`src/rtl/lpad_pkg.sv`:
```
package lpad_pkg;
  typedef enum logic [1:0] {
    CLS_OTHER = 2'b00,
    CLS_IJUMP = 2'b01,
    CLS_PAD   = 2'b10,
    CLS_RSVD  = 2'b11
  } instClass_e;

  // strobes from control to datapath
  typedef struct packed {
    logic setFlag;
    logic clrFlag;
    logic raise;
  } ctlStrobes_t;

  localparam int NUM_EXEMPT = 3;
  localparam logic [4:0] EXEMPT_REGS [NUM_EXEMPT] = '{5'd1, 5'd5, 5'd7};
endpackage

```
`src/rtl/lpad_ctl.sv`:
```
module lpad_ctl
  import lpad_pkg::*;
#(
  parameter int REG_IDX_W = 5
) (
  input  logic                 clk,
  input  logic                 rst,
  input  logic                 retireValid,
  input  logic [1:0]           instClass,
  input  logic [REG_IDX_W-1:0] srcReg,
  input  logic                 cfiEnable,
  input  logic                 trapEntry,
  input  logic                 padFault,
  output ctlStrobes_t          strobes,
  output logic                 expectPad
);
  instClass_e cls;
  logic [NUM_EXEMPT-1:0] exemptHit;
  logic isExempt;
  logic flagQ;

  assign cls = instClass_e'(instClass);

  for (genvar i = 0; i < NUM_EXEMPT; i++) begin : g_exempt
    assign exemptHit[i] = (srcReg == REG_IDX_W'(EXEMPT_REGS[i]));
  end
  assign isExempt = |exemptHit;

  always_comb begin
    strobes = '0;
    if (retireValid) begin
      if (flagQ) begin
        strobes.clrFlag = 1'b1;
        if (cls != CLS_PAD) strobes.raise = 1'b1;
        else if (padFault)  strobes.raise = 1'b1;
      end else if (cls == CLS_IJUMP && cfiEnable && !isExempt) begin
        strobes.setFlag = 1'b1;
      end
    end
  end

  always_ff @(posedge clk) begin
    if (rst || trapEntry)     flagQ <= 1'b0;
    else if (strobes.clrFlag) flagQ <= 1'b0;
    else if (strobes.setFlag) flagQ <= 1'b1;
  end

  assign expectPad = flagQ;
endmodule

```
`src/rtl/lpad_dp.sv`:
```
module lpad_dp
  import lpad_pkg::*;
#(
  parameter int XLEN      = 32,
  parameter int LABEL_W   = 20,
  parameter int CAUSE_VAL = 2
) (
  input  logic               clk,
  input  logic               rst,
  input  logic [XLEN-1:0]    pc,
  input  logic [LABEL_W-1:0] padLabel,
  input  logic [LABEL_W-1:0] x7Upper,
  input  ctlStrobes_t        strobes,
  output logic               padFault,
  output logic               excReq,
  output logic [XLEN-1:0]    excValue
);
  localparam logic [XLEN-1:0] CAUSE_WORD = XLEN'(CAUSE_VAL);
  logic misaligned;
  logic labelBad;

  assign misaligned = |pc[1:0];
  // label consulted only for an aligned pad with a nonzero label
  assign labelBad   = !misaligned && (padLabel != '0) && (padLabel != x7Upper);
  assign padFault   = misaligned || labelBad;

  always_ff @(posedge clk) begin
    if (rst) begin
      excReq   <= 1'b0;
      excValue <= '0;
    end else begin
      excReq   <= strobes.raise;
      excValue <= strobes.raise ? CAUSE_WORD : '0;
    end
  end
endmodule

```
`src/rtl/lpad_cfi_guard.sv`:
```
module lpad_cfi_guard
  import lpad_pkg::*;
#(
  parameter int XLEN      = 32,
  parameter int LABEL_W   = 20,
  parameter int REG_IDX_W = 5,
  parameter int CAUSE_VAL = 2
) (
  input  logic                 clk,
  input  logic                 rst,
  input  logic                 retireValid,
  input  logic [1:0]           instClass,
  input  logic [REG_IDX_W-1:0] srcReg,
  input  logic [XLEN-1:0]      pc,
  input  logic [LABEL_W-1:0]   padLabel,
  input  logic [LABEL_W-1:0]   x7Upper,
  input  logic                 cfiEnable,
  input  logic                 trapEntry,
  output logic                 expectPad,
  output logic                 excReq,
  output logic [XLEN-1:0]      excValue
);
  ctlStrobes_t strobes;
  logic padFault;

  lpad_ctl #(.REG_IDX_W(REG_IDX_W)) u_ctl (
    .clk(clk), .rst(rst), .retireValid(retireValid), .instClass(instClass),
    .srcReg(srcReg), .cfiEnable(cfiEnable), .trapEntry(trapEntry),
    .padFault(padFault), .strobes(strobes), .expectPad(expectPad)
  );

  lpad_dp #(.XLEN(XLEN), .LABEL_W(LABEL_W), .CAUSE_VAL(CAUSE_VAL)) u_dp (
    .clk(clk), .rst(rst), .pc(pc), .padLabel(padLabel), .x7Upper(x7Upper),
    .strobes(strobes), .padFault(padFault), .excReq(excReq), .excValue(excValue)
  );
endmodule

```
`config.mk`:
```
export PLATFORM = sky130hd
export DESIGN_NAME = lpad_cfi_guard
export DESIGN_NICKNAME = d
export VERILOG_FILES = /design/src/rtl/lpad_pkg.sv /design/src/rtl/lpad_ctl.sv /design/src/rtl/lpad_dp.sv /design/src/rtl/lpad_cfi_guard.sv
export SDC_FILE = /design/constraint.sdc
export NUM_CORES = 1
export LEC_CHECK = 0
export BUFFER_PORTS_ARGS = -buffer_cell sky130_fd_sc_hd__buf_2
export CAP_MARGIN = 40
export CORE_UTILIZATION = 25
export DETAILED_ROUTE_END_ITERATION = 8
export PLACE_DENSITY = 0.75
export SLEW_MARGIN = 20
export SYNTH_ARGS = -nofsm -noshare
export SYNTH_HDL_FRONTEND = slang
export SYNTH_SLANG_ARGS = --single-unit
```
`constraint.sdc`:
```
create_clock -name clk -period 1.49 [get_ports clk]
set_clock_uncertainty 0.15 [all_clocks]
set_input_delay 0.298 -clock clk [delete_from_list [all_inputs] [get_ports clk]]
set_output_delay 0.298 -clock clk [all_outputs]
set_load 0.02 [all_outputs]
```
Yosys cells after proc, flatten, opt, wreduce, memory -nomap -nowiden
Index checks and enable logic that the tools add are counted.
{"block": "word_totals", "register_bits": 34, "in_bits": 84, "word_cells": 28}
{"block": "op_classes", "eq_ne": 6, "n_mux": 7, "reduce_logical": 12}
{"op": "inequality test 20 bit", "count": 1}
{"op": "nonzero test 20 bit", "count": 1}
{"op": "== test 5 x 3 -> 1 bit, second input constant", "count": 2}
{"op": "== test 5 x 1 -> 1 bit, second input constant", "count": 1}
{"op": "logical AND 1 bit", "count": 4}
{"op": "two-way mux 1 bit", "count": 4}
{"op": "two-way mux 2 bit", "count": 2}
{"op": "OR reduction 2 bit", "count": 2}
{"op": "two-way mux 3 bit", "count": 1}
{"op": "OR reduction 3 bit", "count": 1}
{"op": "== test 2 x 1 -> 1 bit, second input constant", "count": 1}
{"op": "zero test 1 bit", "count": 2}
{"op": "logical OR 1 bit", "count": 2}
{"op": "inequality test 2 bit, second input constant", "count": 1}

Logic depth before layout (Yosys ltp)
{"block": "depth", "word_depth": 10, "mapped_depth": 4}

Hierarchy
A second synthesis with hierarchy kept.
{"block": "unflattened", "hier_cells": 82, "hier_area_um2": 639.4}
{"module": "lpad_dp", "n_inst": 1, "cells_each": 70, "area_per_inst_um2": 544.3}
{"module": "lpad_ctl", "n_inst": 1, "cells_each": 12, "area_per_inst_um2": 95.1}

Worst setup path before layout
No wires, ideal clock.
{"block": "synth_path", "path_type": "input to register", "from": "input padLabel[1]", "to": "register u_dp.excValue[1]", "setup_ns": 0.141, "t_arrival_ns": 0.900, "path_slack_ns": 0.299, "cell_stages": 4, "path_cell_list": "xnor2_1 > nand4_1 > nor4_1 > a41oi_1"}
{"block": "synth_between", "elab_chain_len": 9}
{"item": "from (decl)", "line": "lpad_cfi_guard.sv:15", "source": "input logic [LABEL_W-1:0] padLabel,"}
{"item": "nonzero test 20 bit", "line": "lpad_dp.sv:24", "source": "assign labelBad = !misaligned && (padLabel != '0) && (padLabel != x7Upper);"}
{"item": "logical AND 1 bit", "line": "lpad_dp.sv:24"}
{"item": "logical AND 1 bit *", "line": "lpad_dp.sv:24"}
{"item": "logical OR 1 bit *", "line": "lpad_dp.sv:25", "source": "assign padFault = misaligned || labelBad;"}
{"item": "two-way mux 1 bit *", "line": "lpad_ctl.sv:35", "source": "else if (padFault) strobes.raise = 1'b1;"}
{"item": "two-way mux 1 bit *", "line": "lpad_ctl.sv:34", "source": "if (cls != CLS_PAD) strobes.raise = 1'b1;"}
{"item": "two-way mux 2 bit *", "line": "lpad_ctl.sv:32", "source": "if (flagQ) begin"}
{"item": "two-way mux 3 bit *", "line": "lpad_ctl.sv:31", "source": "if (retireValid) begin"}
{"item": "two-way mux 2 bit *", "line": "lpad_dp.sv:33", "source": "excValue <= strobes.raise ? CAUSE_WORD : '0;"}
{"item": "to (signal assigned)", "line": "lpad_dp.sv:33"}
{"item": "to (decl)", "line": "lpad_dp.sv:16", "source": "output logic [XLEN-1:0] excValue"}
Mark *: on every way between the ends. The rest lies on a longest branch, timed or not.
A chain may end at the register's enable or synchronous reset.

Worst setup path in the final report
{"block": "layout_path", "from": "input padLabel[4]", "to": "register u_dp.excValue[1]"}
The elaborated chain is that of the path after synthesis.

==> summary.txt <==
Status: finished, final reports clean
Worst-path fanout max: 2
Async SR Flop Fraction: 0%
Logic pwr share: 55.4%
Cells taking the most area after synthesis: buf_4 (39%), xnor2_1 (23%), nor4_1 (7.1%)
Antenna viol nets, final: 0
Vias in the first global route: 537
CTS tree: done
Commonest non-fill, non-tap cell in the layout: buf_2
Synthesis-to-layout area growth: 35.29%
Final WL: 1.441 mm
Final min period: 1.253 ns
Power per cell area: 479.2 nW/um2
Worst setup SP type: primary input
Share of layout cells above drive strength 1: 44.20%
NetSw: 0.1639 mW
Fmax: 798.3 MHz
Clock buffer count from CTS: 3
Final Cell Area: 834.6 um2
Register area share after synthesis: 6.491%
EDFF count, synth: 0
Switching share of power: 40.98%
Clk sinks: 2
Share of the synthesized area in the top cell type: 38.95%
Finished Core Util: 36.67%
I/O Buffers: 56
Global-route usage over all layers: 10.77%
Die Wd: 51.67 um
Starting Density: 27.10%
# DRC: 0
Root Driver: clkbuf_4
Syn Inst Count: 80
Crit path DAT: 1.17 ns
Largest net degree at the start of global routing: 5
Final hold violation count: 0
I/O pins: 118
PostCTS Resize Cnt: 0
Internal: 0.2360 mW
Max VDD drop: 0.2710 mV
Routed WL per cell: 8.681 um
Period utilization: 84.07%
Die Ht: 51.67 um
Die area: 2670 um2
Most frequent cells in the layout: buf_2 (56), conb_1 (31), xnor2_1 (16), nor4_1 (7)
Antenna diode count: 0
Pre-CTS WS: -0.04848 ns
Unrepaired setup endpoints after global routing: no
Worst setup margin: 0.2374 ns
CTS Hold Bufs: 0
Worst setup EP type: flop
Total design power: 0.3999 mW
Cell Area, Synth: 616.8 um2
Setup CP Type: in2reg
Placer Congestion: 0.7747
DP HPWL: 1.371 mm
Distinct cell type count of the synthesized netlist: 16
Worst hold slack: 0.08281 ns
Yosys warns: 0
Initial antenna violation count: 0
Final nets: 224
Hold crit path type: in2reg
Sequential power share: 13.7%
Clock latency on the worst-skew pair: 0.23 ns
First-pass GRT wire length: 2.063 mm
Fin. max-slew vios: 0
Synth area leader: buf_4
Leakage: 0.4342 nW
DR vias/cell: 3.970
Clock buffer depth: 2
Mean post-synth cell area: 7.711 um2
H-tree levels: 1
Setup TNS: 0 ns
Remaining Overflow, GRT: 0
Placed cell area: 812.0 um2
Core box area: 2276 um2
Required time worst endpoint: 1.41 ns
Register bit total from synthesis: 2
Clock network power share: 30.9%
Initial DRT Pass Iterations: 2
Main flop type after synthesis: dfxtp_1
CTS clk-pin slew, worst paths: 0.03 ns
Initial DRC count: 4
Placed cells: 163
Max Cap Violations: 0
Via count: 659
Setup Buffers After CTS: 0
Row Count: 17
Final Non-Filler Cells: 166
Endpoints failing setup: 0
[cells by family (layout without fill, tap and decap cells)]
family          after synthesis  count (layout)  synth area share, %
flops                         2               2                6.491
simple gates                 22              22                22.11
xor+xnor                     20              20                28.40
buf+inv                      32              60                38.95
compound gates                3               3                3.448
other cells                   1              31               0.6079
[sequential cells by signal, indices dropped and copies added, names as in the netlist]
signal and count:
u_ctl.expectPad 1, u_dp.excValue 1
[power by group through the flow]
stage | Clock [mW] | Sequential (mW) | Combinational (mW)
2_1_floorplan | 0 | 0.0559 | 0.188
4_1_cts | 0.130 | 0.0547 | 0.223
3_3_place_gp | 0 | 0.0554 | 0.220
5_1_grt | 0.137 | 0.0547 | 0.244
6_report | 0.124 | 0.0547 | 0.222
3_5_place_dp | 0 | 0.0554 | 0.222
[layer usage]
| layer | vias up | track usage (%) | wire [um] |
|---|---|---|---|
| met5 | - | 0 | 0 |
| met4 | 0 | 2.703 | 0 |
| met1 | 276 | 11.48 | 552 |
| li1 | 328 | - | - |
| met3 | 0 | 3.216 | 179 |
| met2 | 55 | 20.35 | 708 |
[cell usage after synthesis, types with 2 or more instances]
cell type,number
nand4_1,4
nor4_1,7
nand2b_1,2
xor2_1,4
buf_4,32
nor2_1,2
nand2_1,2
nand3_1,3
dfxtp_1,2
xnor2_1,16
[critical path, stage by stage]
cell and delay [ns]:
buf_2 0.11, xnor2_1 0.17, nand4_1 0.11, nor4_1 0.31, a41oi_1 0.17
[layout make-up]
class	instances	area, um2
Timing Repair Buffer	57	287.8
Sequential cell	2	40.04
Multi-Input combinational cell	76	449.2
Clock buffer	3	22.52
Fill cell	253	1441
Tap cell	28	35.03
[final timing paths]
check,from,endpoint,slack (ns),depth (start not counted)
max,padLabel[4],u_dp.excValue[1]$_SDFF_PP0_,0.24,5
min,trapEntry,u_ctl.expectPad$_SDFFE_PP0P_,0.08,2
max reg2reg,u_ctl.expectPad$_SDFFE_PP0P_,u_ctl.expectPad$_SDFFE_PP0P_,0.32,3
min reg2reg,u_ctl.expectPad$_SDFFE_PP0P_,u_ctl.expectPad$_SDFFE_PP0P_,0.36,2
Note: power is estimated with default switching activity, not from simulation.
